[config.mk]
export PLATFORM = sky130hd
export DESIGN_NAME = lin_hdr_tx
export DESIGN_NICKNAME = d
export VERILOG_FILES = /design/src/rtl/lin_hdr_pkg.sv /design/src/rtl/lin_pid_gen.sv /design/src/rtl/lin_bit_mon.sv /design/src/rtl/lin_hdr_seq.sv /design/src/rtl/lin_hdr_tx.sv
export SDC_FILE = /design/constraint.sdc
export NUM_CORES = 1
export LEC_CHECK = 0
export ABC_AREA = 1
export BUFFER_PORTS_ARGS = -buffer_cell sky130_fd_sc_hd__buf_2
export CAP_MARGIN = 30
export CORE_MARGIN = 2
export CORE_UTILIZATION = 56
export DETAILED_ROUTE_END_ITERATION = 8
export PLACE_DENSITY_LB_ADDON = 0.12
export SLEW_MARGIN = 5
export SYNTH_ARGS = -nofsm -noshare
export SYNTH_HDL_FRONTEND = slang
export SYNTH_SLANG_ARGS = --single-unit
[constraint.sdc]
create_clock -name clk -period 2 [get_ports clk]
set_input_delay 0.3 -clock clk [delete_from_list [all_inputs] [get_ports clk]]
set_output_delay 0.3 -clock clk [all_outputs]
set_load 0.02 [all_outputs]
[src/rtl/lin_hdr_pkg.sv]
package lin_hdr_pkg;

  typedef enum logic [2:0] {
    ST_IDLE,
    ST_BREAK,
    ST_DELIM,
    ST_SYNC,
    ST_IDENT
  } seq_state_t;

  localparam logic [7:0] SYNC_BYTE  = 8'h55;
  localparam int         CHAR_BITS  = 10;
  localparam logic [1:0] SEL_BREAK  = 2'd0;
  localparam logic [1:0] SEL_SYNC   = 2'd1;
  localparam logic [1:0] SEL_FULL   = 2'd2;

  function automatic logic [7:0] protect_id(input logic [5:0] id);
    logic p_lo;
    logic p_hi;
    p_lo = id[0] ^ id[1] ^ id[2] ^ id[4];
    p_hi = ~(id[1] ^ id[3] ^ id[4] ^ id[5]);
    return {p_hi, p_lo, id};
  endfunction

endpackage

[src/rtl/lin_pid_gen.sv]
module lin_pid_gen #(
  parameter int BYTE_W = 8
) (
  input  logic [BYTE_W-1:0] raw_byte,
  input  logic              gen_en,
  output logic [BYTE_W-1:0] id_byte
);
  import lin_hdr_pkg::*;

  localparam int ID_W = 6;

  generate
    if (BYTE_W == 8) begin : g_std
      always_comb begin
        if (gen_en) id_byte = protect_id(raw_byte[ID_W-1:0]);
        else        id_byte = raw_byte;
      end
    end else begin : g_raw
      always_comb id_byte = raw_byte;
    end
  endgenerate

endmodule

[src/rtl/lin_bit_mon.sv]
module lin_bit_mon (
  input  logic clk,
  input  logic rst,
  input  logic sample_en,
  input  logic tx_lvl,
  input  logic rx_lvl,
  input  logic clr,
  output logic err_flag
);
  logic flag_q;
  logic mismatch;

  always_comb mismatch = sample_en && (tx_lvl != rx_lvl);

  always_ff @(posedge clk) begin
    if (rst)           flag_q <= 1'b0;
    else if (mismatch) flag_q <= 1'b1;
    else if (clr)      flag_q <= 1'b0;
  end

  assign err_flag = flag_q;

  AST_FLAG_STICKY: assert property (@(posedge clk) disable iff (rst)
    (err_flag && !clr) |=> err_flag);

  AST_FLAG_CLEARED: assert property (@(posedge clk) disable iff (rst)
    (clr && !sample_en) |=> !err_flag);

endmodule

[src/rtl/lin_hdr_seq.sv]
module lin_hdr_seq #(
  parameter int BRK_W  = 4,
  parameter int DLM_W  = 2,
  parameter int SEL_W  = 2,
  parameter int BYTE_W = 8
) (
  input  logic              clk,
  input  logic              rst,
  input  logic              start,
  input  logic [BRK_W-1:0]  brk_len,
  input  logic [DLM_W-1:0]  dlm_len,
  input  logic [SEL_W-1:0]  hdr_sel,
  input  logic [BYTE_W-1:0] id_byte,
  input  logic              bit_tick,
  output logic              tx,
  output logic              busy
);
  import lin_hdr_pkg::*;

  localparam int FRAME_W = BYTE_W + 2;
  localparam int IDX_W   = $clog2(FRAME_W);
  localparam int CNT_W   = (BRK_W > IDX_W) ? ((BRK_W > DLM_W) ? BRK_W : DLM_W)
                                           : ((IDX_W > DLM_W) ? IDX_W : DLM_W);
  localparam logic [CNT_W-1:0] LAST_IDX = CNT_W'(FRAME_W - 1);

  seq_state_t         st_q,  st_d;
  logic [CNT_W-1:0]   cnt_q, cnt_d;
  logic [FRAME_W-1:0] shf_q, shf_d;
  logic [BRK_W-1:0]   brk_q, brk_d;
  logic [DLM_W-1:0]   dlm_q, dlm_d;
  logic [SEL_W-1:0]   sel_q, sel_d;
  logic [BYTE_W-1:0]  id_q,  id_d;
  logic               tx_q,  tx_d;
  logic               want_sync;
  logic               want_id;

  always_comb begin
    want_sync = (sel_q == SEL_W'(SEL_SYNC)) || (sel_q == SEL_W'(SEL_FULL));
    want_id   = (sel_q == SEL_W'(SEL_FULL));
  end

  always_comb begin
    st_d  = st_q;
    cnt_d = cnt_q;
    shf_d = shf_q;
    brk_d = brk_q;
    dlm_d = dlm_q;
    sel_d = sel_q;
    id_d  = id_q;
    tx_d  = tx_q;
    case (st_q)
      ST_IDLE: begin
        tx_d = 1'b1;
        if (start) begin
          st_d  = ST_BREAK;
          cnt_d = '0;
          tx_d  = 1'b0;
          brk_d = brk_len;
          dlm_d = dlm_len;
          sel_d = hdr_sel;
          id_d  = id_byte;
        end
      end
      ST_BREAK: begin
        if (bit_tick) begin
          if (cnt_q == CNT_W'(brk_q)) begin
            st_d  = ST_DELIM;
            cnt_d = '0;
            tx_d  = 1'b1;
          end else begin
            cnt_d = cnt_q + 1'b1;
          end
        end
      end
      ST_DELIM: begin
        if (bit_tick) begin
          if (cnt_q == CNT_W'(dlm_q)) begin
            cnt_d = '0;
            if (want_sync) begin
              st_d  = ST_SYNC;
              shf_d = {1'b1, BYTE_W'(SYNC_BYTE), 1'b0};
              tx_d  = 1'b0;
            end else begin
              st_d = ST_IDLE;
              tx_d = 1'b1;
            end
          end else begin
            cnt_d = cnt_q + 1'b1;
          end
        end
      end
      ST_SYNC, ST_IDENT: begin
        if (bit_tick) begin
          if (cnt_q == LAST_IDX) begin
            cnt_d = '0;
            if (st_q == ST_SYNC && want_id) begin
              st_d  = ST_IDENT;
              shf_d = {1'b1, id_q, 1'b0};
              tx_d  = 1'b0;
            end else begin
              st_d = ST_IDLE;
              tx_d = 1'b1;
            end
          end else begin
            cnt_d = cnt_q + 1'b1;
            shf_d = shf_q >> 1;
            tx_d  = shf_q[1];
          end
        end
      end
      default: begin
        st_d = ST_IDLE;
        tx_d = 1'b1;
      end
    endcase
  end

  always_ff @(posedge clk) begin
    if (rst) begin
      st_q  <= ST_IDLE;
      cnt_q <= '0;
      shf_q <= '1;
      brk_q <= '0;
      dlm_q <= '0;
      sel_q <= '0;
      id_q  <= '0;
      tx_q  <= 1'b1;
    end else begin
      st_q  <= st_d;
      cnt_q <= cnt_d;
      shf_q <= shf_d;
      brk_q <= brk_d;
      dlm_q <= dlm_d;
      sel_q <= sel_d;
      id_q  <= id_d;
      tx_q  <= tx_d;
    end
  end

  assign tx   = tx_q;
  assign busy = (st_q != ST_IDLE);

  AST_BREAK_LOW: assert property (@(posedge clk) disable iff (rst)
    (st_q == ST_BREAK) |-> !tx_q);

  AST_DELIM_HIGH: assert property (@(posedge clk) disable iff (rst)
    (st_q == ST_DELIM) |-> tx_q);

  AST_CHAR_START: assert property (@(posedge clk) disable iff (rst)
    ((st_q == ST_SYNC || st_q == ST_IDENT) && cnt_q == '0) |-> !tx_q);

  AST_CHAR_STOP: assert property (@(posedge clk) disable iff (rst)
    ((st_q == ST_SYNC || st_q == ST_IDENT) && cnt_q == LAST_IDX) |-> tx_q);

  AST_IDENT_NEEDS_FULL: assert property (@(posedge clk) disable iff (rst)
    (st_q == ST_IDENT) |-> want_id);

endmodule

[src/rtl/lin_hdr_tx.sv]
module lin_hdr_tx #(
  parameter int BRK_W  = 4,
  parameter int DLM_W  = 2,
  parameter int SEL_W  = 2,
  parameter int BYTE_W = 8
) (
  input  logic              clk,
  input  logic              rst,
  input  logic              send_req,
  input  logic [BRK_W-1:0]  brk_len,
  input  logic [DLM_W-1:0]  dlm_len,
  input  logic [SEL_W-1:0]  hdr_sel,
  input  logic [BYTE_W-1:0] pid_in,
  input  logic              par_gen_en,
  input  logic              berr_en,
  input  logic              berr_clr,
  input  logic              bit_tick,
  input  logic              rx_in,
  output logic              tx_out,
  output logic              busy,
  output logic              berr_flag
);

  logic [BYTE_W-1:0] id_byte;
  logic              start;
  logic              seq_busy;
  logic              seq_tx;
  logic              chk_en;

  always_comb begin
    start  = send_req && !seq_busy;
    chk_en = seq_busy && berr_en && bit_tick;
  end

  lin_pid_gen #(.BYTE_W(BYTE_W)) pid_i (
    .raw_byte (pid_in),
    .gen_en   (par_gen_en),
    .id_byte  (id_byte)
  );

  lin_hdr_seq #(
    .BRK_W (BRK_W),
    .DLM_W (DLM_W),
    .SEL_W (SEL_W),
    .BYTE_W(BYTE_W)
  ) seq_i (
    .clk     (clk),
    .rst     (rst),
    .start   (start),
    .brk_len (brk_len),
    .dlm_len (dlm_len),
    .hdr_sel (hdr_sel),
    .id_byte (id_byte),
    .bit_tick(bit_tick),
    .tx      (seq_tx),
    .busy    (seq_busy)
  );

  lin_bit_mon mon_i (
    .clk      (clk),
    .rst      (rst),
    .sample_en(chk_en),
    .tx_lvl   (seq_tx),
    .rx_lvl   (rx_in),
    .clr      (berr_clr),
    .err_flag (berr_flag)
  );

  assign tx_out = seq_tx;
  assign busy   = seq_busy;

  AST_IDLE_HIGH: assert property (@(posedge clk) disable iff (rst)
    !busy |-> tx_out);

  AST_START_LOW: assert property (@(posedge clk) disable iff (rst)
    (!busy && send_req) |=> (busy && !tx_out));

  AST_TX_ONLY_ON_TICK: assert property (@(posedge clk) disable iff (rst)
    (busy && !bit_tick) |=> ($stable(tx_out) && busy));

  AST_NO_SET_IDLE: assert property (@(posedge clk) disable iff (rst)
    (!busy && !berr_flag) |=> !berr_flag);

endmodule

---- Word level (Yosys, flattened, before mapping) ----
Index checks and enable logic that the tools add are counted.
W data, S select, Z words.
cells by class
  muxes and demuxes ....................... 38
  equality and inequality tests ........... 19
  add/subtract/negate cells ............... 1
  reduce and logical (&&, ||, !) cells .... 18
  bitwise operators ....................... 7
operators with widths
  operator               count
  $mux W10               6
  $mux W4                7
  $mux W3                8
  $pmux W10 S2           1
  $pmux W4 S4            1
  $pmux W3 S4            1
  $mux W1                11
  $ne A2 B1 Y1 const B   5
  $reduce_and A5 Y1      2
  $mux W8                1
  $reduce_and A7 Y1      1
  $eq A3 B2 Y1 const B   2
  $ne A2 B2 Y1 const B   3
  $reduce_and A6 Y1      1
  $xor A1 B1 Y1          6
  $logic_and A1 B1 Y1    5
  $add A4 B1 Y4 const B  1
  $eq A4 B2 Y1           1
  $eq A4 B4 Y1           1
  $eq A4 B4 Y1 const B   1
  $pmux W1 S4            1
  $reduce_bool A2 Y1     2
  $reduce_bool A4 Y1     1
  $eq A3 B1 Y1 const B   1
  other kinds (13)       13
word-level totals
  input bits .............................. 24
  register bits ........................... 35
  word-level logic and storage cells ...... 92

---- Logic depth before layout (Yosys ltp) ----
  word-level depth ........................ 6
  mapped depth ............................ 11
  mapped depth without buffers ............ 11

---- By module ----
A second synthesis with hierarchy kept.
unflattened totals
  cell total of the unflattened synthesis .. 296
  area, all modules ....................... 1940.6 µm²
by module, submodules not included
  module       times used  seq. area each (µm²)  area each (µm²)  cells an instance
  lin_hdr_seq  1           660.6                 1659.1           237
  lin_pid_gen  1           0.0                   198.9            45
  lin_bit_mon  1           20.0                  61.3             9
  lin_hdr_tx   1           0.0                   21.3             5

---- Worst setup path before layout ----
OpenSTA, ideal clock, no wires.
  path type ............................... register -> register
  start ................................... reg seq_i.sel_q[0]
  end ..................................... reg seq_i.shf_q[1]
  cell stages (with the launch flop) ...... 9
  arrival time ............................ 1.398 ns
  period minus slack after synthesis ...... 1.528 ns
  path slack .............................. 0.472 ns
  buffers on the path ..................... 0
  cell sequence ........................... dfxtp_1 > inv_1 > ha_1 > inv_1 > nor3_2 > a211oi_4 > nand3_4 > nand2_1 > nand3_1
between the ends
  cells in the longest elaborated chain, start to end .. 4
  elaborated cells on any way between the ends .. 7
  classes of those cells .................. 4 x eq/ne; 3 x reduce/logical
ends and longest elaborated chain
  what                                                                  line                                  text
  start, declared                                                       lin_hdr_seq.sv:31                     logic [SEL_W-1:0] sel_q, sel_d;
  start signal, assigned                                                lin_hdr_seq.sv:134                    sel_q <= sel_d;
  $eq A2 B2 Y1 / $eq A2 B1 Y1 (equally long branches)                   lin_hdr_seq.sv:38, lin_hdr_seq.sv:39
  $logic_and A1 B1 Y1 / $logic_or A1 B1 Y1 (equally long branches)      lin_hdr_seq.sv:96, lin_hdr_seq.sv:38
  $ne A3 B3 Y1 (no source line) / $ne A2 B1 Y1 (equally long branches)  -
  $reduce_and A6 Y1 (no source line) (*)                                -
  end signal, assigned                                                  lin_hdr_seq.sv:122                    shf_q <= '1;
  end signal, assigned                                                  lin_hdr_seq.sv:131                    shf_q <= shf_d;
  end, declared                                                         lin_hdr_seq.sv:28                     logic [FRAME_W-1:0] shf_q, shf_d;
Every way passes the cells marked *; elsewhere a longest branch is shown, timed or not.
A chain may end at the register's enable or synchronous reset.

---- Worst setup path in the final report ----
  start ................................... reg seq_i.cnt_q[1]
  end ..................................... reg seq_i.st_q[0]
between the ends
  cells in the longest elaborated chain, start to end .. 3
  elaborated cells on any way between the ends .. 7
  classes of those cells .................. 6 x eq/ne; 1 x reduce/logical
ends and longest elaborated chain
  what                                        line                text
  start, declared                             lin_hdr_seq.sv:27   logic [CNT_W-1:0] cnt_q, cnt_d;
  start signal, assigned                      lin_hdr_seq.sv:130  cnt_q <= cnt_d;
  $eq A4 B4 Y1, or another cell as far along  lin_hdr_seq.sv:94   if (cnt_q == LAST_IDX) begin
  $ne A2 B1 Y1 (no source line)               -
  $reduce_and A7 Y1 (no source line) (*)      -
  end signal, assigned                        lin_hdr_seq.sv:129  st_q <= st_d;
  end, declared                               lin_hdr_seq.sv:26   seq_state_t st_q, st_d;
Marked as above.

==> reports/results.tsv <==
stage	metric	value	unit
sta	whs	0.201	ns
clocking	cts_tree	done	
die	io_pins	27	
clocking	cts-root-buf	clkbuf_4	
detailed_routing	drt-total-wl	3910	µm
clocking	cts_resized	0	
logic_synthesis	ys_types	29	
layout	layout-area-overhead-vs-synth	12.8	%
sta	setup_slack	0.261	ns
logic_synthesis	synthMostInstantiatedCell	nand2_1	
logic_synthesis	ys_ff_latch	34	
sta	max_freq	0.575	GHz
outcome	outcome	finished clean	
sta	tns	0	ns
layout	design_area	2040	µm²
power	power.leakage	0.955	nW
placement	numPortBuffers	26	
detailed_routing	first_iter_violations	104	
critical_path	crit_path_start	seq_i.cnt_q[1]	
flow_run	max_cap_violations	0	
sta	rsz0062_at_grt	false	
critical_path	cp-endpoint	seq_i.st_q[0]	
die	fp.coreArea	3050	µm²
power	powerDensity	1390	nW/µm²
sta	finalCritPeriodShare	0.870	
sta	maxSlewHeadroom	0.729	
logic_synthesis	synthTopCellsByArea	dfxtp_1 (38%), nand2_1 (15%), a21oi_1 (7.2%)	
critical_path	rr_endpoint	seq_i.st_q[0]	
logic_synthesis	synth_warnings	0	
die	initial_core_util	0.593	
critical_path	r2r_setup_slack	0.26	ns
critical_path	crit_fanout	6	
detailed_routing	ant_nets	0	
die	die_area	3700	µm²
clocking	path_clk_slew	0.09	ns
logic_synthesis	dominantRegCellSynth	dfxtp_1	
clocking	cts_max_path_buffers	2	
sta	min_period	1.74	ns
clocking	post_cts_buffers	0	
logic_synthesis	yosys.area.top_type_share	0.376	
global_routing	grt_pass1_wl	6700	µm
sta	tightest_slew	0.407	ns
placement	place_area	1990	µm²
global_routing	antenna_found_initial	0	
detailed_routing	drc_errors	0	
clocking	h-tree-depth	2	
global_routing	overflow	0	
logic_synthesis	synth_edf_count	0	
detailed_routing	viasPerCell	5.09	
layout	final_nets	319	
critical_path	worst_ep_arrival_time	1.98	ns
critical_path	crit_required	2.24	ns
hold_path	hold_path.class	input port to register	
clocking	cts_num_sinks	34	
critical_path	rr_startpoint	seq_i.cnt_q[1]	
clocking	clock_latency	0.33	ns
layout	antenna_cells	0	
die	rows	20	
logic_synthesis	syn_nets	289	
detailed_routing	wl_per_cell	11.7	µm
logic_synthesis	syn_area	1810	µm²
global_routing	grt_pass1_vias	1626	
logic_synthesis	synth_cells	262	
logic_synthesis	synth_common_cells	nand2_1 (70), dfxtp_1 (34), a21oi_1 (26)	
sta	final-setup-viol-count	0	
logic_synthesis	ys_seq_area_frac	0.376	
clocking	holdBufCountCts	0	
critical_path	crit_path_end_kind	register	
critical_path	cp-start-kind	register	
placement	dp_hpwl	3010	µm
clocking	cts_buffers	5	
critical_path	rr_worst_depth	11	
logic_synthesis	avgSynthCellArea	6.91	µm²
layout	fin_util	0.669	
layout	layout-drive-gt1-share	0.189	
sta	finalHoldViolations	0	
global_routing	grt_max_degree	16	
logic_synthesis	async_flop_share	0	
critical_path	critical_path_class	register to register	
placement	place_ws	0.288	ns
die	die_x	60.9	µm
power	vdd_ir_drop_max	0.592	mV
sta	finalClockSkew	0.00649	ns
logic_synthesis	yosysTopAreaCell	dfxtp_1	
detailed_routing	drt-pass1-iter-count	4	
detailed_routing	vias	1704	
sta	drv_slew	0	
die	die_h	60.9	µm
placement	globalplace.congestion	0.886	
global_routing	grt_use_total	0.243	
[cell families (layout without fill, tap and decap cells)]
kind of cell / Yosys count / in the layout / synth area share
and+or+nand+nor: 134 / 134 / 0.337
DFF: 34 / 34 / 0.376
adders and majority gates: 3 / 3 / 0.0207
xor gates and xnor gates: 8 / 8 / 0.0387
AOI/OAI and AO/OA: 48 / 48 / 0.148
buffers and inverters: 35 / 64 / 0.0795
[power by group]
group	switching (mW)	leakage, nW	internal [mW]
clock network	0.210	0.0302	0.158
logic	0.932	0.645	0.514
registers	0.157	0.279	0.877
[registers in the layout (all words and copies together), names as in the netlist]
name,cells
mon_i.err_flag,1
seq_i.brk_q,4
seq_i.cnt_q,4
seq_i.dlm_q,2
seq_i.id_q,8
seq_i.sel_q,2
seq_i.shf_q,9
seq_i.st_q,3
seq_i.tx,1
[area by class of cell]
type,instances,area [µm²]
clock buffers,6,51.3
fillers,315,1010
repair buffers,31,168
flip-flops and latches,34,681
multi-input cells,193,986
well taps,44,55.1
inverters,27,101
[cell usage in the layout, fill, tap and decap left out, types with 3 or more instances in the layout]
cell type / Yosys / routed
nand4_1: 11 / 11
inv_1: 19 / 19
buf_4: 0 / 5
nand2_1: 70 / 70
buf_2: 4 / 26
nand3_1: 16 / 16
ha_1: 3 / 3
dfxtp_1: 34 / 34
inv_2: 7 / 7
o21ai_1: 12 / 12
o21ai_0: 6 / 6
xnor2_1: 5 / 5
clkbuf_4: 0 / 5
xor2_1: 3 / 3
nor2_1: 25 / 25
a21oi_1: 26 / 26
[worst min-delay path by stage]
| stage | cells past startpoint | end | start | slack (ns) |
|---|---|---|---|---|
| 6_report | 4 | mon_i.err_flag | berr_clr | 0.20 |
| 5_1_grt | 3 | seq_i.dlm_q[1] | dlm_len[1] | 0.21 |
| 4_1_cts | 4 | mon_i.err_flag | berr_clr | 0.19 |
| 3_5_place_dp | 2 | seq_i.shf_q[9] | seq_i.shf_q[9] | 0.44 |
| 3_3_place_gp | 2 | seq_i.shf_q[9] | seq_i.shf_q[9] | 0.44 |
| 2_1_floorplan | 2 | seq_i.shf_q[9] | seq_i.shf_q[9] | 0.43 |
[critical path, stage by stage (launching register included)]
cell and delay (ns):
dfxtp_1 0.35, inv_1 0.14, ha_1 0.16, nand3_1 0.09, inv_1 0.17, nor2_4 0.08, inv_2 0.11, nand3_2 0.11
nor2_1 0.23, nand2_1 0.09, nand2_1 0.07, nor2_1 0.04
[metal layers]
layer / track usage / part of all wire / vias to the layer above / wire [µm]
met3: 0.0576 / 0.041 / 7 / 160
li1: - / - / 918 / -
met4: 0.0994 / 0.017 / 0 / 66
met1: 0.303 / 0.47 / 746 / 1850
met5: 0 / 0 / - / 0
met2: 0.402 / 0.47 / 33 / 1830
[per-stage QoR]
step / total power, mW / cells
global route: 3.14 / 335
finish: 2.85 / 335
floorplan: 2.15 / 262
global placement: 2.46 / 329
detailed placement: 2.48 / 329
CTS: 2.85 / 335
Power figures use the tool's default switching activity.
